===== config.mk =====
export PLATFORM = sky130hd
export DESIGN_NAME = cq_reader
export DESIGN_NICKNAME = d
export VERILOG_FILES = /design/src/rtl/cqr_pkg.sv /design/src/rtl/cqr_hdr_decode.sv /design/src/rtl/cqr_swq.sv /design/src/rtl/cqr_hw_fetch.sv /design/src/rtl/cq_reader.sv
export SDC_FILE = /design/constraint.sdc
export NUM_CORES = 1
export LEC_CHECK = 0
export ABC_CLOCK_PERIOD_IN_PS = 4360
export CORE_MARGIN = 2
export CORE_UTILIZATION = 40
export CTS_BUF_LIST = sky130_fd_sc_hd__clkbuf_8
export DETAILED_ROUTE_END_ITERATION = 6
export PLACE_DENSITY_LB_ADDON = 0.05
export SYNTH_ARGS = -nofsm -noshare
export SYNTH_HDL_FRONTEND = slang
export SYNTH_HIERARCHICAL = 1
export SYNTH_SLANG_ARGS = --single-unit
export TNS_END_PERCENT = 30

===== constraint.sdc =====
create_clock -name clk_i -period 4.36 [get_ports clk_i]
set_input_delay 0.872 -clock clk_i [delete_from_list [all_inputs] [get_ports clk_i]]
set_output_delay 0.872 -clock clk_i [all_outputs]
set_load 0.05 [all_outputs]

===== src/rtl/cqr_pkg.sv =====
package cqr_pkg;
  localparam int ENTRY_W = 64;
  localparam int HDR_W   = 32;
  localparam int QPID_W  = 19;
  localparam int STAT_W  = 5;
  localparam int OP_W    = 4;
  localparam int GEN_BIT = 10;

  typedef struct packed {
    logic              ooo;
    logic [QPID_W-1:0] qpid;
    logic              swcqe;
    logic              gen;
    logic [STAT_W-1:0] status;
    logic              is_sq;
    logic [OP_W-1:0]   opcode;
  } cq_hdr_t;

  localparam logic [OP_W-1:0] OP_SEND_LO = 4'd3;
  localparam logic [OP_W-1:0] OP_SEND_HI = 4'd6;
endpackage


===== src/rtl/cqr_hdr_decode.sv =====
module cqr_hdr_decode
  import cqr_pkg::*;
(
  input  logic [HDR_W-1:0]  hdr_i,
  output logic              ooo_o,
  output logic [QPID_W-1:0] qpid_o,
  output logic              swcqe_o,
  output logic              gen_o,
  output logic [STAT_W-1:0] status_o,
  output logic              is_sq_o,
  output logic [OP_W-1:0]   opcode_o,
  output logic              is_send_o
);
  cq_hdr_t h;

  always_comb begin
    h         = cq_hdr_t'(hdr_i);
    ooo_o     = h.ooo;
    qpid_o    = h.qpid;
    swcqe_o   = h.swcqe;
    gen_o     = h.gen;
    status_o  = h.status;
    is_sq_o   = h.is_sq;
    opcode_o  = h.opcode;
    is_send_o = (h.opcode >= OP_SEND_LO) && (h.opcode <= OP_SEND_HI);
  end
endmodule


===== src/rtl/cqr_swq.sv =====
module cqr_swq #(
  parameter int DW   = 64,
  parameter int LOG2 = 2
) (
  input  logic          clk_i,
  input  logic          rst_ni,
  input  logic          push_i,
  input  logic [DW-1:0] data_i,
  input  logic          pop_i,
  output logic          empty_o,
  output logic          full_o,
  output logic [DW-1:0] head_o
);
  localparam int DEPTH = 1 << LOG2;
  localparam int PW    = LOG2 + 1;

  logic [DW-1:0] store_q [DEPTH];
  logic [PW-1:0] wptr_q, rptr_q;
  logic [PW-1:0] used;
  logic          do_push;

  assign used    = wptr_q - rptr_q;
  assign empty_o = (wptr_q == rptr_q);
  assign full_o  = ((used >> LOG2) != '0) && (wptr_q != rptr_q);
  assign do_push = push_i && !full_o;
  assign head_o  = store_q[rptr_q[LOG2-1:0]];

  always_ff @(posedge clk_i or negedge rst_ni) begin
    if (!rst_ni) begin
      wptr_q <= '0;
      rptr_q <= '0;
    end else begin
      if (do_push) wptr_q <= wptr_q + 1'b1;
      if (pop_i && !empty_o) rptr_q <= rptr_q + 1'b1;
    end
  end

  always_ff @(posedge clk_i) begin
    if (do_push) store_q[wptr_q[LOG2-1:0]] <= data_i;
  end

  // a push into a full queue leaves the write side untouched
  a_r5_full_drop: assert property (@(posedge clk_i) disable iff (!rst_ni)
    (push_i && full_o && !pop_i) |=> $stable(wptr_q));
endmodule


===== src/rtl/cqr_hw_fetch.sv =====
module cqr_hw_fetch
  import cqr_pkg::*;
#(
  parameter int RING_LOG2 = 3
) (
  input  logic                 clk_i,
  input  logic                 rst_ni,
  input  logic                 fetch_en_i,
  input  logic                 pop_i,
  input  logic [HDR_W-1:0]     hdr_i,
  output logic                 mem_req_o,
  output logic [RING_LOG2:0]   mem_addr_o,
  output logic                 hit_o,
  output logic                 err_o
);
  localparam int AW    = RING_LOG2 + 1;
  localparam int SLOTS = 1 << RING_LOG2;
  localparam logic [AW-1:0] ERR_ADDR = AW'(SLOTS);

  logic [AW-1:0] rptr_q;
  logic          poll_err_q;
  logic          pend_q, pend_err_q;
  logic          err_q;
  logic          exp_gen;

  assign exp_gen    = ~rptr_q[RING_LOG2];
  assign mem_req_o  = fetch_en_i;
  assign mem_addr_o = poll_err_q ? ERR_ADDR : {1'b0, rptr_q[RING_LOG2-1:0]};
  assign hit_o      = pend_q && !pend_err_q && (hdr_i[GEN_BIT] == exp_gen);
  assign err_o      = err_q;

  always_ff @(posedge clk_i or negedge rst_ni) begin
    if (!rst_ni) begin
      rptr_q     <= '0;
      poll_err_q <= 1'b0;
      pend_q     <= 1'b0;
      pend_err_q <= 1'b0;
      err_q      <= 1'b0;
    end else begin
      pend_q <= mem_req_o;
      if (mem_req_o) begin
        pend_err_q <= poll_err_q;
        poll_err_q <= ~poll_err_q;
      end
      if (pend_q && pend_err_q) err_q <= |hdr_i;
      if (pop_i) rptr_q <= rptr_q + 1'b1;
    end
  end

  // each consumed ring entry advances the read pointer by one
  a_r8_ptr_step: assert property (@(posedge clk_i) disable iff (!rst_ni)
    pop_i |=> rptr_q == $past(rptr_q) + 1'b1);

  // the status flag moves only when an error-word read returns
  a_r9_err_source: assert property (@(posedge clk_i) disable iff (!rst_ni)
    !(pend_q && pend_err_q) |=> $stable(err_q));
endmodule


===== src/rtl/cq_reader.sv =====
module cq_reader
  import cqr_pkg::*;
#(
  parameter int RING_LOG2 = 3,
  parameter int SWQ_LOG2  = 2
) (
  input  logic                clk_i,
  input  logic                rst_ni,
  output logic                mem_req_o,
  output logic [RING_LOG2:0]  mem_addr_o,
  input  logic [63:0]         mem_rdata_i,
  input  logic                sw_push_i,
  input  logic [63:0]         sw_entry_i,
  output logic                sw_full_o,
  output logic                out_valid_o,
  input  logic                out_ready_i,
  output logic [63:0]         out_entry_o,
  output logic                out_from_sw_o,
  output logic                out_ooo_o,
  output logic [18:0]         out_qpid_o,
  output logic                out_swcqe_o,
  output logic                out_gen_o,
  output logic [4:0]          out_status_o,
  output logic                out_is_sq_o,
  output logic [3:0]          out_opcode_o,
  output logic                out_is_send_o,
  output logic                err_o
);
  logic               sw_empty;
  logic [ENTRY_W-1:0] sw_head;
  logic               hw_hit;
  logic               fetch_en, load_sw, load_hw;
  logic               pop, sw_pop, hw_pop;

  logic               out_valid_q;
  logic [ENTRY_W-1:0] out_entry_q;
  logic               out_sw_q;

  assign fetch_en = !out_valid_q && sw_empty;
  assign load_sw  = !out_valid_q && !sw_empty;
  assign load_hw  = fetch_en && hw_hit;
  assign pop      = out_valid_q && out_ready_i;
  assign sw_pop   = pop && out_sw_q;
  assign hw_pop   = pop && !out_sw_q;

  cqr_swq #(.DW(ENTRY_W), .LOG2(SWQ_LOG2)) u_swq (
    .clk_i   (clk_i),
    .rst_ni  (rst_ni),
    .push_i  (sw_push_i),
    .data_i  (sw_entry_i),
    .pop_i   (sw_pop),
    .empty_o (sw_empty),
    .full_o  (sw_full_o),
    .head_o  (sw_head)
  );

  cqr_hw_fetch #(.RING_LOG2(RING_LOG2)) u_fetch (
    .clk_i      (clk_i),
    .rst_ni     (rst_ni),
    .fetch_en_i (fetch_en),
    .pop_i      (hw_pop),
    .hdr_i      (mem_rdata_i[HDR_W-1:0]),
    .mem_req_o  (mem_req_o),
    .mem_addr_o (mem_addr_o),
    .hit_o      (hw_hit),
    .err_o      (err_o)
  );

  always_ff @(posedge clk_i or negedge rst_ni) begin
    if (!rst_ni) begin
      out_valid_q <= 1'b0;
      out_entry_q <= '0;
      out_sw_q    <= 1'b0;
    end else if (pop) begin
      out_valid_q <= 1'b0;
    end else if (load_sw) begin
      out_valid_q <= 1'b1;
      out_entry_q <= sw_head;
      out_sw_q    <= 1'b1;
    end else if (load_hw) begin
      out_valid_q <= 1'b1;
      out_entry_q <= mem_rdata_i;
      out_sw_q    <= 1'b0;
    end
  end

  assign out_valid_o   = out_valid_q;
  assign out_entry_o   = out_entry_q;
  assign out_from_sw_o = out_sw_q;

  cqr_hdr_decode u_dec (
    .hdr_i     (out_entry_q[HDR_W-1:0]),
    .ooo_o     (out_ooo_o),
    .qpid_o    (out_qpid_o),
    .swcqe_o   (out_swcqe_o),
    .gen_o     (out_gen_o),
    .status_o  (out_status_o),
    .is_sq_o   (out_is_sq_o),
    .opcode_o  (out_opcode_o),
    .is_send_o (out_is_send_o)
  );

  // a stalled output holds its entry and source
  a_r8_hold: assert property (@(posedge clk_i) disable iff (!rst_ni)
    (out_valid_q && !out_ready_i) |=> out_valid_q && $stable(out_entry_q) && $stable(out_sw_q));

  // a ring entry is only taken when the overflow queue was empty
  a_r4_sw_first: assert property (@(posedge clk_i) disable iff (!rst_ni)
    ($rose(out_valid_q) && !out_sw_q) |-> $past(sw_empty));
endmodule


==> run summary, run 1 <==
Post-CTS Repair Setup Buffers = 0
HP Class = input port to async pin
CP arrival = 2.86 ns
Layout area overhead = 28.2%
min Tclk post-route = 3.73 ns
Worst-Margin Slew = 1.04 ns
post-synthesis sequential area ratio = 72.2%
Setup TNS Final = 0 ns
initial antenna violation count = 1
Die Footprint = 0.0350 mm2
TritonCTS Buffers = 56
hold slack = 0.368 ns
Synth Flop Type = edfxtp_1
Avg Cell Area, Syn = 19.9 um2
Routed Wire Length = 31,600 um
Ys Warns = 6
area of the multi-input gates = 0.00321 mm2
largest net degree at the start of global routing = 67
Async SR Flop Fraction = 23.8%
status = finished clean
worst vdd ir = 0.411 mV
Core Area = 0.0333 mm2
worst-skew pair later-pin latency = 0.58 ns
Avg Vias per Cell = 5.26
Starting Density = 40.3%
Via Count = 7,402
CTS Hold Bufs = 0
drt first pass iters = 5
Layout fillers = 2,758
gr ovfl total = 0
RSZ-0062 raised after global routing = false
Max Fclk = 0.268 GHz
ANT nets after route = 0
Critical Setup Path Class = flip-flop to output pin
Reg area = 0.00970 mm2
pwr/cell area = 793 mW/mm2
Max transition margin = 30.7%
clk slew on worst S/H paths = 0.06 ns
CTS Buffer Depth = 3
DIE HEIGHT = 187 um
Mapped Area = 0.0134 mm2
cts repair resizes = 0
cells after synthesis = 675
final-report setup violation count = 0
Hold Fails Final Rpt = 0
HPWL Detailed = 19,200 um
synth unique cells = 43
routed len/inst = 22.4 um
Post-Synthesis Net Count = 815
CP Launch Type = flip-flop
clock root cell = clkbuf_8
total track usage = 18.0%
fin nets = 1,050
Post-synth EDFFs = 256
Critical Path Fanout Max = 4
Leak = 5.81 nW
Final Skew = 0.0218 ns
Pins Over Slew Limit = 0
clk sinks = 336
max_cap viols = 0
r2r setup slk = 1.31 ns
PortBufs = 237
Synth Register Bits = 336
DIE WIDTH = 187 um
first-pass GRT wire length = 47,900 um
layout cells sized above 1 = 20.1%
num rows = 67
CP required = 3.49 ns
fin crit share = 85.7%
vias in the first global route = 8,064
io pins = 238
Worst setup EP type = output pin
H-tree depth = 2
routability cong. = 0.712
1st-iter DRT viols = 327
CTS tree = built
drt drc = 0
[area by class of cell]
type	count	area share [%]
Tap cell	448	3.26
Timing Repair Buffer	252	14.7
Clock inverter	40	1.56
Sequential cell	336	56.4
Antenna cell	1	0.0145
Multi-Input combinational cell	259	18.7
Inverter	5	0.109
Clock buffer	66	5.28
[synth_stat cells, types with 2 or more instances]
master / instances / share of area [%]
and4_1: 2 / 0.13
and2_1: 3 / 0.14
nor4_1: 7 / 0.33
a21oi_2: 2 / 0.13
edfxtp_1: 256 / 57
nor2b_1: 5 / 0.23
clkbuf_1: 8 / 0.22
o221a_2: 15 / 1.3
o21ai_0: 2 / 0.075
inv_1: 4 / 0.11
buf_1: 2 / 0.056
buf_6: 11 / 0.92
or2_1: 2 / 0.093
buf_4: 36 / 2.0
nand2_1: 6 / 0.17
nand3b_1: 65 / 3.6
xnor2_1: 6 / 0.39
dfrtp_1: 80 / 15
o221a_1: 49 / 4.1
buf_2: 18 / 0.67
ha_1: 8 / 0.75
xor2_1: 4 / 0.26
mux4_2: 64 / 11
[critical path: stages (launching register included)]
cell	delay [ns]
dfrtp_1	0.41
inv_1	0.17
ha_1	0.29
nand2b_4	0.15
a211o_1	0.31
nand2_1	0.12
clkdlybuf4s50_1	0.84
[stage by stage]
step / worst slack (ns) / area (um2) / utilization (%) / total power (W) / cells
after floorplan: 0.687 / 13400 / - / 0.00916 / 675
after global placement: 1.31 / 16000 / 48.1 / 0.0108 / 1300
after detailed placement: 1.23 / 16000 / 48.1 / 0.0109 / 1300
after CTS: 0.570 / 17200 / 51.7 / 0.0138 / 1406
after global routing: 0.522 / 17200 / 51.7 / 0.0143 / 1407
final: 0.625 / 17200 / 51.7 / 0.0136 / 1407
[path summary, 6_finish.rpt]
path,from,end,depth (start not counted)
worst max register to register,u_swq/wptr_q[0]$_DFFE_PN0P_,u_fetch/pend_err_q$_DFFE_PN0P_,8
worst max-delay path,u_swq/wptr_q[0]$_DFFE_PN0P_,sw_full_o,6
worst min register to register,u_swq/wptr_q[2]$_DFFE_PN0P_,u_swq/wptr_q[2]$_DFFE_PN0P_,1
min in group clk_i,u_swq/wptr_q[2]$_DFFE_PN0P_,u_swq/wptr_q[2]$_DFFE_PN0P_,1
worst min-delay path,rst_ni,out_entry_o[43]$_DFFE_PN0P_,1
max in group asynchronous,rst_ni,out_entry_o[49]$_DFFE_PN0P_,2
[routing by layer]
| layer | up-vias | track usage, % | part of all wire [%] | wire length (um) |
|---|---|---|---|---|
| li1 | 3238 | - | - | - |
| met1 | 3868 | 24.2 | 44 | 13900 |
| met2 | 253 | 29.5 | 49 | 15300 |
| met3 | 43 | 4.20 | 5.6 | 1760 |
| met4 | 0 | 5.31 | 1.7 | 529 |
| met5 | - | 0 | 0 | 0 |
[layout by cell type (no fill, tap or decap), types with 7 or more instances in the layout]
| cell | instances |
|---|---|
| ha_1 | 8 |
| mux4_2 | 64 |
| buf_4 | 13 |
| inv_1 | 21 |
| o221a_2 | 15 |
| clkinv_1 | 11 |
| clkdlybuf4s50_1 | 235 |
| nor4_1 | 7 |
| nand3b_1 | 65 |
| o221a_1 | 49 |
| clkinv_2 | 7 |
| dfrtp_1 | 78 |
| edfxtp_1 | 256 |
| clkbuf_8 | 66 |
[report_power, final]
group / total [W] / switching (W) / leakage (nW) / internal, W
registers: 0.00486 / 0.000399 / 3.22 / 0.00446
logic: 0.00594 / 0.00365 / 1.91 / 0.00229
clock network: 0.00284 / 0.00122 / 0.671 / 0.00161
total: 0.0136 / 0.00527 / 5.81 / 0.00836
[state kept, by name, summed over array words and instances (netlist names)]
| register | count |
|---|---|
| u_swq/store_q | 256 |
| u_fetch/err_o | 1 |
| out_entry_o | 64 |
| u_swq/rptr_q | 3 |
| u_fetch/pend_q | 1 |
| u_fetch/rptr_q | 4 |
| u_swq/wptr_q | 3 |
| u_fetch/pend_err_q | 1 |
| out_valid_o | 1 |
| u_fetch/poll_err_q | 1 |
| out_from_sw_o | 1 |
[cells by family (layout without fill, tap and decap cells)]
group | count (synthesis) | count (layout) | share of synthesized area, %
flip-flops | 336 | 336 | 72.2
AND/OR/NAND/NOR | 100 | 100 | 5.35
buffers and inverters | 80 | 363 | 4.03
AO/OA/AOI/OAI | 74 | 74 | 5.97
multiplexers | 67 | 67 | 11.0
XOR/XNOR | 10 | 10 | 0.653
adder cells (fa/ha/maj) | 8 | 8 | 0.746
other | 0 | 1 | 0
Power figures use the tool's default switching activity.
==> run 2, diff against run 1 <==
--- a/config.mk
+++ b/config.mk
@@ -6,6 +6,9 @@
 export NUM_CORES = 1
 export LEC_CHECK = 0
 export ABC_CLOCK_PERIOD_IN_PS = 4360
+export CELL_PAD_IN_SITES_DETAIL_PLACEMENT = 0
+export CELL_PAD_IN_SITES_GLOBAL_PLACEMENT = 1
+export CORE_ASPECT_RATIO = 0.75
 export CORE_MARGIN = 2
 export CORE_UTILIZATION = 40
 export CTS_BUF_LIST = sky130_fd_sc_hd__clkbuf_8
==> run 2 against run 1 <==
  * Clock power shrank 12%
  * Sequential share of layout area grew 0.82 points
  * Sequential power is essentially flat
  * Clock skew grew 0.0019 ns
  * Critical path depth is the same
  * Utilization shrank 0.78 points
  * Via count shrank 1.0%
  * Combinational power shrank 1%
  * First-iteration DRC count grew 42%
  * Critical endpoint unchanged
==> run summary, run 2 (synthesis gave the netlist of run 1 again) <==
status = finished clean (unchanged)
Layout fillers = 2,742 (was 2,758)
Layout area overhead = 26.4% (was 28.2%)
CTS Buffer Depth = 3 (unchanged)
clk slew on worst S/H paths = 0.06 ns (about the same)
initial antenna violation count = 3 (was 1)
CP arrival = 2.84 ns (was 2.86 ns)
min Tclk post-route = 3.71 ns (was 3.73 ns)
gr ovfl total = 0 (unchanged)
Final Skew = 0.0236 ns (was 0.0218 ns)
worst vdd ir = 0.380 mV (was 0.411 mV)
clk sinks = 336 (unchanged)
max_cap viols = 0 (unchanged)
fin crit share = 85.2% (was 85.7%)
CP Launch Type = flip-flop (unchanged)
Via Count = 7,328 (was 7,402)
Max Fclk = 0.269 GHz (was 0.268 GHz)
pre-CTS setup slack = 1.25 ns (was 1.23 ns)
slowest stage delay, CP = 0.83 ns (was 0.84 ns)
TritonCTS Buffers = 52 (was 56)
Leak = 5.71 nW (was 5.81 nW)
routability cong. = 0.728 (was 0.712)
CTS Hold Bufs = 0 (unchanged)
Max transition margin = 23.6% (was 30.7%)
routed len/inst = 22.9 um (was 22.4 um)
commonest cells after routing, fill and taps aside = edfxtp_1 (256), clkdlybuf4s50_1 (235), dfrtp_1 (78), nand3b_1 (65), mux4_2 (64) (was edfxtp_1 (256), clkdlybuf4s50_1 (235), dfrtp_1 (78), clkbuf_8 (66), nand3b_1 (65))
Routed Wire Length = 31,900 um (was 31,600 um)
cts repair resizes = 0 (unchanged)
Worst-Margin Slew = 1.15 ns (was 1.04 ns)
1st-iter DRT viols = 465 (was 327)
ANT nets after route = 0 (unchanged)
drt first pass iters = 7 (was 5)
worst-skew pair later-pin latency = 0.58 ns (about the same)
Setup TNS Final = 0 ns (unchanged)
dpl cell area = 0.0159 mm2 (was 0.0160 mm2)
largest net degree at the start of global routing = 69 (was 67)
total track usage = 18.2% (was 18.0%)
layout cells sized above 1 = 18.6% (was 20.1%)
final-report setup violation count = 0 (unchanged)
first-pass GRT wire length = 47,800 um (was 47,900 um)
RSZ-0062 raised after global routing = false (unchanged)
Worst setup EP type = output pin (unchanged)
Starting Density = 40.3% (about the same)
Pins Over Slew Limit = 0 (unchanged)
slowest cell on the critical path = clkdlybuf4s50_1 (unchanged)
io pins = 238 (unchanged)
Hold Fails Final Rpt = 0 (unchanged)
Avg Vias per Cell = 5.25 (was 5.26)
DIE WIDTH = 215 um (was 187 um)
Critical Path Fanout Max = 4 (unchanged)
crit path cell chain = inv_1, ha_1, nand2b_4, a211o_1, nand2_1, clkdlybuf4s50_1 (unchanged)
PortBufs = 237 (unchanged)
Critical Setup Path Class = flip-flop to output pin (unchanged)
num rows = 58 (was 67)
clock root cell = clkbuf_8 (unchanged)
Reg area = 0.00970 mm2 (unchanged)
Die Footprint = 0.0350 mm2 (about the same)
commonest non-fill, non-tap cell in the layout = edfxtp_1 (unchanged)
area of the multi-input gates = 0.00321 mm2 (unchanged)
Post-CTS Repair Setup Buffers = 0 (unchanged)
setup ws final = 0.645 ns (was 0.625 ns)
HPWL Detailed = 18,700 um (was 19,200 um)
H-tree depth = 2 (unchanged)
CP required = 3.49 ns (about the same)
fin nets = 1,041 (was 1,050)
drt drc = 0 (unchanged)
hold slack = 0.387 ns (was 0.368 ns)
CTS tree = built (unchanged)
max FFs per register = 256 (unchanged)
Final Instance Area = 0.0170 mm2 (was 0.0172 mm2)
vias in the first global route = 7,776 (was 8,064)
pwr/cell area = 782 mW/mm2 (was 793 mW/mm2)
HP Class = input port to async pin (unchanged)
Core Area = 0.0333 mm2 (about the same)
DIE HEIGHT = 163 um (was 187 um)
run 2: cell count changes in the layout (fill, tap and decap cells not counted):
cell,previous run,this run
buf_12,4,1
inv_6,1,0
clkinv_2,7,3
clkinv_1,11,6
buf_4,13,11
bufinv_16,4,1
clkbuf_8,66,61
inv_1,21,29
diode_2,1,2
run 2: layer usage:
| layer | vias up | wire [um] | track usage (%) |
|---|---|---|---|
| met2 | 217 | 15100 | 29.1 |
| li1 | 3219 | - | - |
| met3 | 58 | 1900 | 4.37 |
| met5 | - | 13 | 0 |
| met1 | 3832 | 14300 | 25.2 |
| met4 | 2 | 586 | 5.24 |
run 2: cell type report:
cell class                 count  area share, %
clock inverter                35          0.952
sequential                   336           57.2
multi-input combinational    259           19.0
timing repair buffer         247           14.5
inverter                       5          0.111
clock buffer                  61           4.95
antenna                        2         0.0295
tap                          450           3.32
run 2: power breakdown:
part	leakage, nW	internal, W	switching, W
clock	0.607	0.00132	0.00118
combinational	1.88	0.00224	0.00364
sequential	3.22	0.00448	0.000395
total	5.71	0.00804	0.00521
run 2: critical path: cells and delay by family (launching register included):
family          cells  cell delay (ns)
compound gates      1             0.32
fa+ha+maj           1             0.33
buf+inv             2             0.96
flops               1             0.41
simple gates        2             0.25
run 2: through the flow:
step                util (%)  power, W  instances
floorplan                  -   0.00916        675
global placement        47.9    0.0108       1297
detailed placement      47.9    0.0109       1297
CTS                     50.9    0.0134       1393
global route            50.9    0.0139       1393
finish                  50.9    0.0133       1395
run 2: final timing paths:
| check | startpoint | to | slack (ns) | cells past startpoint |
|---|---|---|---|---|
| setup / recovery | u_swq/wptr_q[0]$_DFFE_PN0P_ | sw_full_o | 0.65 | 6 |
| min in group clk_i | u_swq/rptr_q[2]$_DFFE_PN0P_ | u_swq/rptr_q[2]$_DFFE_PN0P_ | 0.49 | 1 |
| setup reg to reg | u_swq/wptr_q[0]$_DFFE_PN0P_ | u_fetch/pend_err_q$_DFFE_PN0P_ | 1.56 | 8 |
| max in group asynchronous | rst_ni | u_swq/rptr_q[0]$_DFFE_PN0P_ | 3.00 | 2 |
| hold / removal | rst_ni | out_entry_o[48]$_DFFE_PN0P_ | 0.39 | 1 |
| hold reg to reg | u_swq/rptr_q[2]$_DFFE_PN0P_ | u_swq/rptr_q[2]$_DFFE_PN0P_ | 0.49 | 1 |
==> run 3, diff against run 2 <==
--- a/config.mk
+++ b/config.mk
@@ -6,14 +6,15 @@
 export NUM_CORES = 1
 export LEC_CHECK = 0
 export ABC_CLOCK_PERIOD_IN_PS = 4360
+export CAP_MARGIN = 10
 export CELL_PAD_IN_SITES_DETAIL_PLACEMENT = 0
 export CELL_PAD_IN_SITES_GLOBAL_PLACEMENT = 1
 export CORE_ASPECT_RATIO = 0.75
-export CORE_MARGIN = 2
+export CORE_MARGIN = 4
 export CORE_UTILIZATION = 40
 export CTS_BUF_LIST = sky130_fd_sc_hd__clkbuf_8
 export DETAILED_ROUTE_END_ITERATION = 6
-export PLACE_DENSITY_LB_ADDON = 0.05
+export PLACE_DENSITY_LB_ADDON = 0.08
 export SYNTH_ARGS = -nofsm -noshare
 export SYNTH_HDL_FRONTEND = slang
 export SYNTH_HIERARCHICAL = 1
==> run 3 against run 2 <==
  * Clock-buffer cell count down 7
  * Critical path depth down 1
  * Flip-flop and latch count unchanged
  * Non-clock buffer count down 3
  * Worst setup slack worse by 0.21 ns
  * Clock power up 14%
==> run summary, run 3 (synthesis gave the netlist of run 1 again) <==
layout cells sized above 1 = 19.4% (was 18.6%)
Most Used Layer, Global Route = met2 (unchanged)
initial antenna violation count = 1 (was 3)
Starting Density = 41.0% (was 40.3%)
num rows = 57 (was 58)
ANT nets after route = 0 (unchanged)
WP buf/inv = 1 (was 2)
cts repair resizes = 0 (unchanged)
met2 GRT Util = 28.9% (was 29.1%)
Hold Fails Final Rpt = 0 (unchanged)
slowest cell on the critical path = clkdlybuf4s50_1 (unchanged)
HPWL Detailed = 18,600 um (was 18,700 um)
routability cong. = 0.726 (was 0.728)
Final Skew = 0.0238 ns (was 0.0236 ns)
drt drc = 0 (unchanged)
commonest non-fill, non-tap cell in the layout = edfxtp_1 (unchanged)
Leak = 5.72 nW (was 5.71 nW)
Post-CTS Repair Setup Buffers = 0 (unchanged)
delay-heaviest family, CP = buffers and inverters (unchanged)
Routed Wire Length = 32,300 um (was 31,900 um)
Worst-Margin Slew = 1.14 ns (was 1.15 ns)
DIE HEIGHT = 167 um (was 163 um)
pre-CTS setup slack = 1.01 ns (was 1.25 ns)
post-route non-filler standard cell count = 1,385 (was 1,395)
gr ovfl total = 0 (unchanged)
Critical Setup Path Class = flip-flop to output pin (unchanged)
worst-skew pair later-pin latency = 0.59 ns (was 0.58 ns)
area of the multi-input gates = 0.00321 mm2 (unchanged)
1st-iter DRT viols = 426 (was 465)
pwr/cell area = 798 mW/mm2 (was 782 mW/mm2)
setup ws final = 0.437 ns (was 0.645 ns)
io pins = 238 (unchanged)
clk slew on worst S/H paths = 0.07 ns (was 0.06 ns)
slowest stage delay, CP = 0.85 ns (was 0.83 ns)
commonest cells after routing, fill and taps aside = edfxtp_1 (256), clkdlybuf4s50_1 (235), dfrtp_1 (78), nand3b_1 (65), mux4_2 (64) (unchanged)
drt first pass iters = 4 (was 7)
Pins Over Slew Limit = 0 (unchanged)
RSZ-0062 raised after global routing = false (unchanged)
max_cap viols = 0 (unchanged)
final-report setup violation count = 0 (unchanged)
Layout area overhead = 27.3% (was 26.4%)
Reg area = 0.00970 mm2 (unchanged)
Critical Path Fanout Max = 20 (was 4)
Die Footprint = 0.0366 mm2 (was 0.0350 mm2)
Worst setup EP type = output pin (unchanged)
worst vdd ir = 0.543 mV (was 0.380 mV)
DIE WIDTH = 219 um (was 215 um)
Placed Cells incl. Taps = 1,286 (was 1,297)
Max Fclk = 0.255 GHz (was 0.269 GHz)
max FFs per register = 256 (unchanged)
CP Launch Type = flip-flop (unchanged)
clock root cell = clkbuf_8 (unchanged)
CTS Hold Bufs = 0 (unchanged)
grt met1 use = 24.0% (was 25.2%)
TritonCTS Buffers = 52 (unchanged)
CP required = 3.49 ns (about the same)
Layout fillers = 2,617 (was 2,742)
HP Class = input port to async pin (unchanged)
H-tree depth = 2 (unchanged)
crit path cell chain = ha_1, nand2b_4, a211o_1, nand2_1, clkdlybuf4s50_1 (was inv_1, ha_1, nand2b_4, a211o_1, nand2_1, clkdlybuf4s50_1)
routed len/inst = 23.3 um (was 22.9 um)
Max transition margin = 23.9% (was 23.6%)
Setup TNS Final = 0 ns (unchanged)
CTS Buffer Depth = 3 (unchanged)
met3 Usage GRT = 4.72% (was 4.37%)
vias in the first global route = 8,139 (was 7,776)
first-pass GRT wire length = 49,400 um (was 47,800 um)
PortBufs = 237 (unchanged)
CP arrival = 3.05 ns (was 2.84 ns)
fin crit share = 90.0% (was 85.2%)
Core Area = 0.0327 mm2 (was 0.0333 mm2)
largest net degree at the start of global routing = 69 (unchanged)
fin nets = 1,038 (was 1,041)
Avg Vias per Cell = 5.30 (was 5.25)
status = finished clean (unchanged)
total track usage = 17.8% (was 18.2%)
min Tclk post-route = 3.92 ns (was 3.71 ns)
CTS tree = built (unchanged)
Via Count = 7,347 (was 7,328)
clk sinks = 336 (unchanged)
r2r setup slk = 1.34 ns (was 1.56 ns)
## run 3: cell types whose count changed in the layout (fill, tap and decap cells not counted), sizes merged
cell	change
buf	-3
bufinv	+7
clkbuf	-7
clkinv	+8
clkinvlp	+4
diode	-1
inv	-10
## run 3: final timing paths
| kind | start | endpoint | depth (start not counted) |
|---|---|---|---|
| worst max-delay path | u_swq/rptr_q[0]$_DFFE_PN0P_ | sw_full_o | 5 |
| worst min-delay path | rst_ni | out_entry_o[0]$_DFFE_PN0P_ | 1 |
| worst max register to register | u_swq/rptr_q[0]$_DFFE_PN0P_ | u_swq/store_q[2][42]$_DFFE_PP_ | 5 |
| worst min register to register | u_swq/wptr_q[2]$_DFFE_PN0P_ | u_swq/wptr_q[2]$_DFFE_PN0P_ | 1 |
| max in group asynchronous | rst_ni | out_entry_o[14]$_DFFE_PN0P_ | 2 |
| min in group clk_i | u_swq/wptr_q[2]$_DFFE_PN0P_ | u_swq/wptr_q[2]$_DFFE_PN0P_ | 1 |
## run 3: area by class of cell
type	count	share of cell area [%]
flip-flops and latches	336	56.8
multi-input cells	259	18.8
repair buffers	244	14.3
clock buffers	54	4.35
well taps	442	3.24
clock inverters	44	2.36
inverters	5	0.110
diodes	1	0.0147
## run 3: worst register-to-register path: cells and delay by family, from the launching register on
| family | cells | cell delay [ns] |
|---|---|---|
| AOI/OAI and AO/OA | 1 | 0.33 |
| adders and majority gates | 1 | 0.31 |
| and+or+nand+nor | 3 | 1.25 |
| DFF | 1 | 0.69 |
## run 3: per-layer routing
layer  routed length (um)  vias to the layer above
li1                     -                     3212
met1                14000                     3830
met4                  599                        2
met2                15600                      250
met3                 2020                       53
met5                   13                        -
## run 3: report_power, final
group	switching [W]	leakage [nW]	internal, W	total, W
clock	0.00124	0.632	0.00163	0.00287
sequential	0.000455	3.22	0.00448	0.00493
combinational	0.00358	1.87	0.00223	0.00582
## run 3: per-stage QoR
stage	hold WS [ns]	util [%]	total power (W)	area [um2]
finish	0.388	52.2	0.0136	17100
global route	0.428	52.2	0.0143	17100
CTS	0.378	52.2	0.0138	17100
detailed placement	0.479	48.7	0.0109	15900
global placement	0.479	48.7	0.0108	15900
floorplan	0.459	-	0.00916	13400
